### config.mk
export PLATFORM = sky130hd
export DESIGN_NAME = trace_msg_queue
export DESIGN_NICKNAME = d
export VERILOG_FILES = /design/src/rtl/trq_pkg.sv /design/src/rtl/trq_arbiter.sv /design/src/rtl/trq_store.sv /design/src/rtl/trq_overrun.sv /design/src/rtl/trace_msg_queue.sv
export SDC_FILE = /design/constraint.sdc
export NUM_CORES = 1
export LEC_CHECK = 0
export BUFFER_PORTS_ARGS = -buffer_cell sky130_fd_sc_hd__buf_2
export CAP_MARGIN = 20
export CELL_PAD_IN_SITES_DETAIL_PLACEMENT = 2
export CELL_PAD_IN_SITES_GLOBAL_PLACEMENT = 2
export CORE_MARGIN = 10
export CORE_UTILIZATION = 43
export CTS_CLUSTER_SIZE = 28
export DETAILED_ROUTE_END_ITERATION = 6
export PLACE_DENSITY = 0.89
export SLEW_MARGIN = 0
export SYNTH_ARGS = -nofsm -noshare
export SYNTH_HDL_FRONTEND = slang
export SYNTH_SLANG_ARGS = --single-unit
### constraint.sdc
create_clock -name clk -period 11.2 [get_ports clk]
set_input_delay 1.12 -clock clk [delete_from_list [all_inputs] [get_ports clk]]
set_output_delay 1.12 -clock clk [all_outputs]
set_load 0.005 [all_outputs]
### src/rtl/trq_pkg.sv
package trq_pkg;
  localparam int NSRC = 4;
  localparam int SRCW = 2;
  localparam int MASKW = NSRC;
  localparam logic [SRCW-1:0] SRC_WP = 2'd3;
  localparam logic [SRCW-1:0] SRC_OT = 2'd2;
  localparam logic [SRCW-1:0] SRC_BT = 2'd1;
  localparam logic [SRCW-1:0] SRC_DT = 2'd0;
endpackage

### src/rtl/trq_arbiter.sv
module trq_arbiter
  import trq_pkg::*;
(
  input  logic [NSRC-1:0] offer,
  output logic            s0_v,
  output logic [SRCW-1:0] s0_src,
  output logic            s1_v,
  output logic [SRCW-1:0] s1_src
);
  always_comb begin
    s0_v   = 1'b0;
    s0_src = SRC_DT;
    s1_v   = 1'b0;
    s1_src = SRC_DT;
    if (|offer[NSRC-1:1]) begin
      for (int i = NSRC - 1; i >= 1; i--) begin
        if (offer[i]) begin
          if (!s0_v) begin
            s0_v   = 1'b1;
            s0_src = SRCW'(i);
          end else if (!s1_v) begin
            s1_v   = 1'b1;
            s1_src = SRCW'(i);
          end
        end
      end
    end else if (offer[0]) begin
      s0_v   = 1'b1;
      s0_src = SRC_DT;
    end
  end
endmodule

### src/rtl/trq_store.sv
module trq_store #(
  parameter int DEPTH = 32,
  parameter int EW    = 11,
  localparam int AW   = $clog2(DEPTH),
  localparam int CW   = $clog2(DEPTH + 1)
) (
  input  logic          clk,
  input  logic          rst,
  input  logic          wr0_en,
  input  logic [EW-1:0] wr0_d,
  input  logic          wr1_en,
  input  logic [EW-1:0] wr1_d,
  input  logic          rd_en,
  output logic [EW-1:0] head,
  output logic [CW-1:0] count
);
  logic [EW-1:0] mem [DEPTH];
  logic [AW-1:0] wr_ptr, rd_ptr;
  logic [AW-1:0] wr_ptr_nx;
  logic [CW-1:0] n_wr;

  assign wr_ptr_nx = wr_ptr + AW'(1);
  assign n_wr      = CW'(wr0_en) + CW'(wr1_en);
  assign head      = mem[rd_ptr];

  always_ff @(posedge clk) begin
    if (wr0_en) mem[wr_ptr] <= wr0_d;
    if (wr1_en) mem[wr_ptr_nx] <= wr1_d;
  end

  always_ff @(posedge clk) begin
    if (rst) begin
      wr_ptr <= '0;
      rd_ptr <= '0;
      count  <= '0;
    end else begin
      wr_ptr <= wr_ptr + AW'(n_wr);
      if (rd_en) rd_ptr <= rd_ptr + AW'(1);
      count <= count + n_wr - CW'(rd_en);
    end
  end
endmodule

### src/rtl/trq_overrun.sv
module trq_overrun
  import trq_pkg::*;
(
  input  logic             clk,
  input  logic             rst,
  input  logic             trig,
  input  logic [MASKW-1:0] trig_mask,
  input  logic [MASKW-1:0] offer,
  input  logic             empty,
  output logic             draining,
  output logic             ins_err,
  output logic [MASKW-1:0] err_mask
);
  logic [MASKW-1:0] mask_q;

  assign ins_err  = draining && empty;
  assign err_mask = mask_q | offer;

  always_ff @(posedge clk) begin
    if (rst) begin
      draining <= 1'b0;
      mask_q   <= '0;
    end else if (draining) begin
      if (empty) begin
        draining <= 1'b0;
        mask_q   <= '0;
      end else begin
        mask_q <= mask_q | offer;
      end
    end else if (trig) begin
      draining <= 1'b1;
      mask_q   <= trig_mask;
    end
  end
endmodule

### src/rtl/trace_msg_queue.sv
module trace_msg_queue
  import trq_pkg::*;
#(
  parameter int DEPTH = 32,
  parameter int PW    = 8,
  localparam int EW   = PW + SRCW + 1,
  localparam int CW   = $clog2(DEPTH + 1)
) (
  input  logic            clk,
  input  logic            rst,
  input  logic            wp_valid,
  input  logic [PW-1:0]   wp_data,
  input  logic            ot_valid,
  input  logic [PW-1:0]   ot_data,
  input  logic            bt_valid,
  input  logic [PW-1:0]   bt_data,
  input  logic            dt_valid,
  input  logic [PW-1:0]   dt_data,
  output logic            out_valid,
  input  logic            out_ready,
  output logic [SRCW-1:0] out_src,
  output logic            out_err,
  output logic [PW-1:0]   out_data,
  output logic            dt_lost,
  output logic            ovr_recovered
);
  logic [NSRC-1:0]  offer;
  logic [PW-1:0]    pay [NSRC];
  logic             s0_v, s1_v;
  logic [SRCW-1:0]  s0_src, s1_src;
  logic [CW-1:0]    count;
  logic [CW:0]      free_slots, n_req;
  logic             trig, accept, draining, ins_err;
  logic [MASKW-1:0] pick_mask, err_mask;
  logic [PW-1:0]    err_data;
  logic             wr0_en, wr1_en, rd_en;
  logic [EW-1:0]    wr0_d, wr1_d, head;

  assign offer = {wp_valid, ot_valid, bt_valid, dt_valid};
  assign pay[SRC_WP] = wp_data;
  assign pay[SRC_OT] = ot_data;
  assign pay[SRC_BT] = bt_data;
  assign pay[SRC_DT] = dt_data;

  trq_arbiter u_arb (
    .offer (offer),
    .s0_v  (s0_v),
    .s0_src(s0_src),
    .s1_v  (s1_v),
    .s1_src(s1_src)
  );

  assign n_req      = (CW + 1)'(s0_v) + (CW + 1)'(s1_v);
  assign free_slots = (CW + 1)'(DEPTH) - (CW + 1)'(count);
  assign trig       = !draining && (n_req > free_slots);
  assign accept     = !draining && !trig;

  always_comb begin
    pick_mask = '0;
    if (s0_v) pick_mask[s0_src] = 1'b1;
    if (s1_v) pick_mask[s1_src] = 1'b1;
  end

  trq_overrun u_ovr (
    .clk      (clk),
    .rst      (rst),
    .trig     (trig),
    .trig_mask(pick_mask),
    .offer    (offer),
    .empty    (count == '0),
    .draining (draining),
    .ins_err  (ins_err),
    .err_mask (err_mask)
  );

  always_comb begin
    err_data = '0;
    err_data[MASKW-1:0] = err_mask;
  end

  always_comb begin
    wr0_en = 1'b0;
    wr1_en = 1'b0;
    wr0_d  = {1'b0, s0_src, pay[s0_src]};
    wr1_d  = {1'b0, s1_src, pay[s1_src]};
    if (ins_err) begin
      wr0_en = 1'b1;
      wr0_d  = {1'b1, SRC_DT, err_data};
    end else if (accept) begin
      wr0_en = s0_v;
      wr1_en = s1_v;
    end
  end

  assign out_valid = (count != '0);
  assign rd_en     = out_valid && out_ready;

  trq_store #(.DEPTH(DEPTH), .EW(EW)) u_store (
    .clk   (clk),
    .rst   (rst),
    .wr0_en(wr0_en),
    .wr0_d (wr0_d),
    .wr1_en(wr1_en),
    .wr1_d (wr1_d),
    .rd_en (rd_en),
    .head  (head),
    .count (count)
  );

  assign out_err  = head[EW-1];
  assign out_src  = head[PW +: SRCW];
  assign out_data = head[PW-1:0];

  assign dt_lost       = dt_valid && !(accept && s0_v && s0_src == SRC_DT);
  assign ovr_recovered = ins_err;
endmodule

# ---- Word level (Yosys, flattened, before mapping)
# Memories as Yosys holds them, arrays and structs flattened. A register that Yosys moved wholly into a read port is not among the register bits.
# Cells that the tools add are included.
# Widths: inputs -> output; s select.
dict set report word_totals {
  regBits 21
  ram_bits 352
  out_inout_bits 14
  elab_cells 98
  n_memories 1
}
dict set report classes {
  n_addsub 8
  n_lt_le_gt_ge 7
  muxes 56
  bitwise_logic 4
  n_reduce_logical 17
}
# memory depth word_bits rd rd_clocked_by_memory_dff write_ports line
set memory_table {}
lappend memory_table {u_store.mem 32 11 1 1 2 trq_store.sv:17} ;# logic [EW-1:0] mem [DEPTH];
# op n
set op_table {}
lappend op_table {{$bmux 8 s2} 2}
lappend op_table {{$mux 8} 4}
lappend op_table {{$mux 1} 27}
lappend op_table {{$mux 2} 13}
lappend op_table {{$mux 4} 5}
lappend op_table {{$mux 11} 1}
lappend op_table {{$add 5x1->5 const B} 2}
lappend op_table {{$mux 5} 2}
lappend op_table {{$logic_and 1x1->1} 9}
lappend op_table {{$or 4x4->4} 2}
lappend op_table {{$gt 2x7->1} 1}
lappend op_table {{$sub 6x6->7 const A} 1}
lappend op_table {{$add 6x6->6} 1}
lappend op_table {{$ge 3x3->1 const B} 2}
lappend op_table {{$logic_not 6->1} 1}
lappend op_table {{$lt 2x3->1 const B} 2}
lappend op_table {{$not 2->3} 2}
lappend op_table {{$reduce_bool 6->1} 1}
lappend op_table {{$sub 6x1->6} 1}
lappend op_table {{$add 5x5->5} 1}
lappend op_table {{$add 1x1->2} 2}
lappend op_table {{$demux 1 s2} 2}
lappend op_table {{$ge 2x1->1 const B} 2}
lappend op_table {{$logic_not 1->1} 3}
lappend op_table {{3 further kinds} 3}

# ---- Depth between registers and ports, before layout
dict set report logic_depth {
  ltp_word 18
  depth_mapped 25
  ltp_nobuf 22
}

# ---- Hierarchy
# Synthesis repeated with hierarchy kept, for this count alone.
dict set report hier_totals {
  cells_unflattened 1395
  area_unflattened_um2 20403.3
}
# mod n_inst cells_per_inst area_per_inst_um2
set modules_own_cells {}
lappend modules_own_cells {trq_store 1 1286 19242.2}
lappend modules_own_cells {trace_msg_queue 1 70 763.2}
lappend modules_own_cells {trq_overrun 1 23 275.3}
lappend modules_own_cells {trq_arbiter 1 16 122.6}

# ---- Worst setup path before layout
# No wires, ideal clock.
dict set report synth_timing {
  path_type {input-to-reg}
  from {input wp_valid}
  to {register u_store.count[5]}
  t_arrival_ns 5.577
  required_ns 11.072
  path_slack_ns 5.495
  cell_stages 25
  n_path_buf 3
  path_cell_list {clkbuf_1 > clkbuf_1 > inv_1 > ha_1 > or3b_1 > nor2b_4 > clkinv_2 > ha_1 > nor2b_1 > a2bb2oi_1 > o211ai_2 > o21ai_2 > clkbuf_1 > inv_1 > ha_1 > inv_1 > ha_1 > inv_1 > ha_1 > a21o_1 > a21oi_1 > o21bai_1 > a21oi_1 > xnor2_1 > nor2_1}
}
dict set report synth_between {
  elab_chain_cells 18
}
# element line
set synth_rtl {}
lappend synth_rtl {{from (decl)} trace_msg_queue.sv:11} ;# input logic wp_valid,
lappend synth_rtl {{$mux 1} trq_arbiter.sv:17} ;# if (offer[i]) begin
lappend synth_rtl {{$mux 1} trq_arbiter.sv:15} ;# if (|offer[NSRC-1:1]) begin
lappend synth_rtl {{$mux 1} trq_arbiter.sv:18} ;# if (!s0_v) begin
lappend synth_rtl {{$mux 1} trq_arbiter.sv:17}
lappend synth_rtl {{$mux 1} trq_arbiter.sv:15}
lappend synth_rtl {{$mux 1} trq_arbiter.sv:18}
lappend synth_rtl {{$mux 1} trq_arbiter.sv:17}
lappend synth_rtl {{$mux 1} trq_arbiter.sv:15}
lappend synth_rtl {{(+2 left out)} n/a}
lappend synth_rtl {{$logic_and 1x1->1} trace_msg_queue.sv:55} ;# assign trig = !draining && (n_req > free_slots);
lappend synth_rtl {{$logic_not 1->1} trace_msg_queue.sv:56} ;# assign accept = !draining && !trig;
lappend synth_rtl {{$logic_and 1x1->1} trace_msg_queue.sv:56}
lappend synth_rtl {{$mux 1} trace_msg_queue.sv:89} ;# end else if (accept) begin
lappend synth_rtl {{$mux 1} trace_msg_queue.sv:86} ;# if (ins_err) begin
lappend synth_rtl {{$add 1x1->2 (*)} trq_store.sv:23} ;# assign n_wr = CW'(wr0_en) + CW'(wr1_en);
lappend synth_rtl {{$add 6x6->6 (*)} trq_store.sv:39} ;# count <= count + n_wr - CW'(rd_en);
lappend synth_rtl {{$sub 6x1->6 (*)} trq_store.sv:39}
lappend synth_rtl {{to (signal assigned)} trq_store.sv:39}
lappend synth_rtl {{to (decl)} trq_store.sv:15} ;# output logic [CW-1:0] count
# Mark *: on every way between the ends. The rest lies on a longest branch, timed or not. The select of a mux whose other input is x is not followed.
# A chain may end at the register's enable or synchronous reset.

# ---- Final worst setup path
# Ends and elaborated chain as after synthesis.

==> results.json <==
{
  "worst_hold_slack_ns": 0.5280,
  "max_slew_margin_pct": 21.76,
  "row_count": 77,
  "wl_um": 85680,
  "start_util_pct": 43.34,
  "timing.final.max_slew_violations": 0,
  "fin_nets": 1552,
  "wl_per_cell_um": 40.45,
  "cp_common_cell": "ha_1",
  "clk_latency_ns": 0.60,
  "vias": 16100,
  "syn2layout_area_growth_pct": 12.04,
  "leakagePower_nw": 6.995,
  "netlist_area_mm2": 0.01912,
  "crit_required_ns": 11.67,
  "htree_levels": 2,
  "power_frac_seq_pct": 36.3,
  "drc": 0,
  "die_w_um": 230.9,
  "internal-power_mw": 3.077,
  "hpwl_um": 51630,
  "yosys_warnings": 0,
  "max_freq_ghz": 0.1527,
  "synth_area_leaders": "edfxtp_1 50%, mux4_2 13%, o22ai_1 12%",
  "hold_buffers": 0,
  "crit_type": "input port to flop",
  "synth_top_area_share_pct": 50.25,
  "synth_edf_count": 320,
  "arrival_ns": 7.01,
  "vias_per_cell": 7.602,
  "grt_pass1_wl_um": 122600,
  "antenna_found_initial": 6,
  "cellPowerDensity_mw_per_mm2": 229.6,
  "fin_tns_setup_ns": 0,
  "synth_seq_area_share_pct": 56.32,
  "grt_max_degree": 51,
  "min_path_cells": 2,
  "yosys.cell_types.count": 62,
  "synth_nets": 1563,
  "end_kind": "flop",
  "async_flop_share_pct": 0,
  "hold_start": "u_ovr.mask_q[3]",
  "max_cap_violations": 0,
  "power_frac_comb_pct": 34.0,
  "detail-route-antenna-nets": 0,
  "hold_viol": 0,
  "status": "completed",
  "period_share_pct": 58.46,
  "numCtsBuffers": 42,
  "gp_congestion": 0.8811,
  "syn_area_per_cell_um2": 12.76,
  "r2r_cells": 21,
  "root_buffer": "clkbuf_16",
  "p_sw_mw": 1.842,
  "r2r_start": "u_store.count[0]",
  "coreArea_mm2": 0.04412,
  "p_sw_share_pct": 37.45,
  "skew_ns": 0.04182,
  "cts_resized": 0,
  "finalSetupViolations": 0,
  "io_buffers": 52,
  "power_frac_clock_pct": 29.7,
  "fill_cells": 4243,
  "ir_drop_mv": 0.1657,
  "synth_common_cells": "362 x o22ai_1, 320 x edfxtp_1, 120 x clkbuf_1",
  "pin_count": 53,
  "cts_buffer_depth": 3,
  "hold_path_class": "flop to flop",
  "ys_ff_latch": 378,
  "dieArea_mm2": 0.05331,
  "reg2reg_slack_ns": 6.29,
  "first_global_vias": 16430,
  "slowest_delay_ns": 0.75,
  "syn_inst": 1499,
  "grt_overflow_total": 0,
  "drt-initial-drc-count": 2945,
  "die-height_um": 230.9,
  "cts.sinks": 378,
  "cts_tree": "yes",
  "crit_slowest_cell": "ha_1",
  "path_clk_slew_ns": 0.06,
  "worst_setup_path_start_kind": "input port",
  "synth_top_area_cell": "edfxtp_1",
  "path_cells": "buf_2 -> inv_1 -> ha_1 -> or3b_1 -> nor2b_4 -> clkinv_2 -> ha_1 -> nor2b_1 -> a2bb2oi_1 -> o211ai_2 -> o211ai_4 -> buf_4 -> inv_2 -> ha_1 -> inv_1 -> ha_1 -> inv_1 -> ha_1 -> a21o_1 -> a21oi_1 -> o21bai_1 -> a21oi_1 -> xnor2_1 -> nor2_1",
  "crit_fanout": 35,
  "grt_usage_pct": 31.28,
  "rsz0062_at_grt": "no",
  "drive_gt1_share_pct": 22.51,
  "synth-main-ff-cell": "edfxtp_1",
  "worstMarginPinSlew_ns": 1.174,
  "hold_end": "u_ovr.mask_q[3]",
  "fin_crit_ns": 6.547,
  "dr.pass1.iters": 5,
  "cts_setup_buffers": 0,
  "timing.rr.end": "u_store.count[5]",
  "yosysMostFrequentCell": "o22ai_1"
}
-- state kept, by name, indices dropped and copies added (netlist names), named ones only --
| name | flops |
|---|---|
| u_ovr.draining | 1 |
| u_store.rd_ptr | 5 |
| u_store.mem | 352 |
| u_store.count | 6 |
| u_ovr.mask_q | 4 |
| u_store.wr_ptr | 5 |
-- cell type report --
cell class | instances | area [µm²] | share of cell area (%)
timing repair buffer | 127 | 927.1 | 4.328
sequential | 378 | 10780 | 50.32
clock inverter | 17 | 214.0 | 0.9987
clock buffer | 58 | 1152 | 5.379
antenna | 7 | 17.52 | 0.08176
multi-input combinational | 911 | 7486 | 34.94
inverter | 28 | 106.4 | 0.4964
tap | 592 | 740.7 | 3.457
-- power groups by stage --
stage | logic [mW] | clock network (mW) | registers, mW
detailed placement | 1.55 | 0 | 1.81
global route | 1.72 | 1.51 | 1.80
finish | 1.67 | 1.46 | 1.79
CTS | 1.60 | 1.45 | 1.79
global placement | 1.44 | 0 | 1.79
floorplan | 1.02 | 0 | 1.73
-- cell families (layout without fill, tap and decap cells) --
kind of cell    after synthesis  after routing  synth area share (%)
compound gates              467            467                 15.64
xor+xnor                     11             11                0.5038
fa+ha+maj                    25             25                 1.714
buf+inv                     210            230                 4.724
flops                       378            378                 56.32
mux                         135            135                 14.39
other cells                   0              7                     0
simple gates                273            273                 6.707
-- critical path, delay by kind of cell --
family / cells / cell delay (ns)
adder cells (fa/ha/maj): 5 / 1.91
buffers and inverters: 7 / 1.51
AND/OR/NAND/NOR: 4 / 0.81
AO/OA/AOI/OAI: 7 / 1.46
XOR/XNOR: 1 / 0.14
-- per-layer routing --
layer,track usage [%],routed length (µm)
met1,38.40,29440
met2,48.39,38520
met3,8.401,10770
met4,19.75,6944
met5,0,0
-- placed cells by master (no fill, tap or decap), types with 16 or more instances in the layout --
cell	instances
a21oi_1	30
buf_2	52
buf_4	68
clkbuf_16	43
dfxtp_1	54
edfxtp_1	320
ha_1	23
inv_1	26
mux4_2	110
nand2_1	96
nand2b_1	30
nand3_1	17
nor2_1	67
nor3_1	16
o22ai_1	360
-- per-stage QoR --
| stage | total power [mW] | setup WS, ns | utilization, % | instance area (µm²) | std cells |
|---|---|---|---|---|---|
| after floorplan | 2.743 | 5.496 | - | 19120 | 1499 |
| after global placement | 3.231 | 4.817 | 44.92 | 19820 | 2022 |
| after detailed placement | 3.356 | 4.443 | 44.98 | 19850 | 2025 |
| after CTS | 4.832 | 4.894 | 48.07 | 21210 | 2100 |
| after global routing | 5.023 | 4.371 | 48.51 | 21410 | 2111 |
| final | 4.919 | 4.653 | 48.55 | 21420 | 2118 |
-- worst max-delay path by stage --
stage,startpoint,to,slack [ns],cells past startpoint
4_1_cts,wp_valid,u_store.count[5],4.89,24
2_1_floorplan,wp_valid,u_store.count[5],5.50,25
3_5_place_dp,wp_valid,u_store.count[5],4.44,24
6_report,wp_valid,u_store.count[5],4.65,24
5_1_grt,wp_valid,u_store.count[5],4.37,24
3_3_place_gp,wp_valid,u_store.count[5],4.82,24
Power figures use the tool's default switching activity.
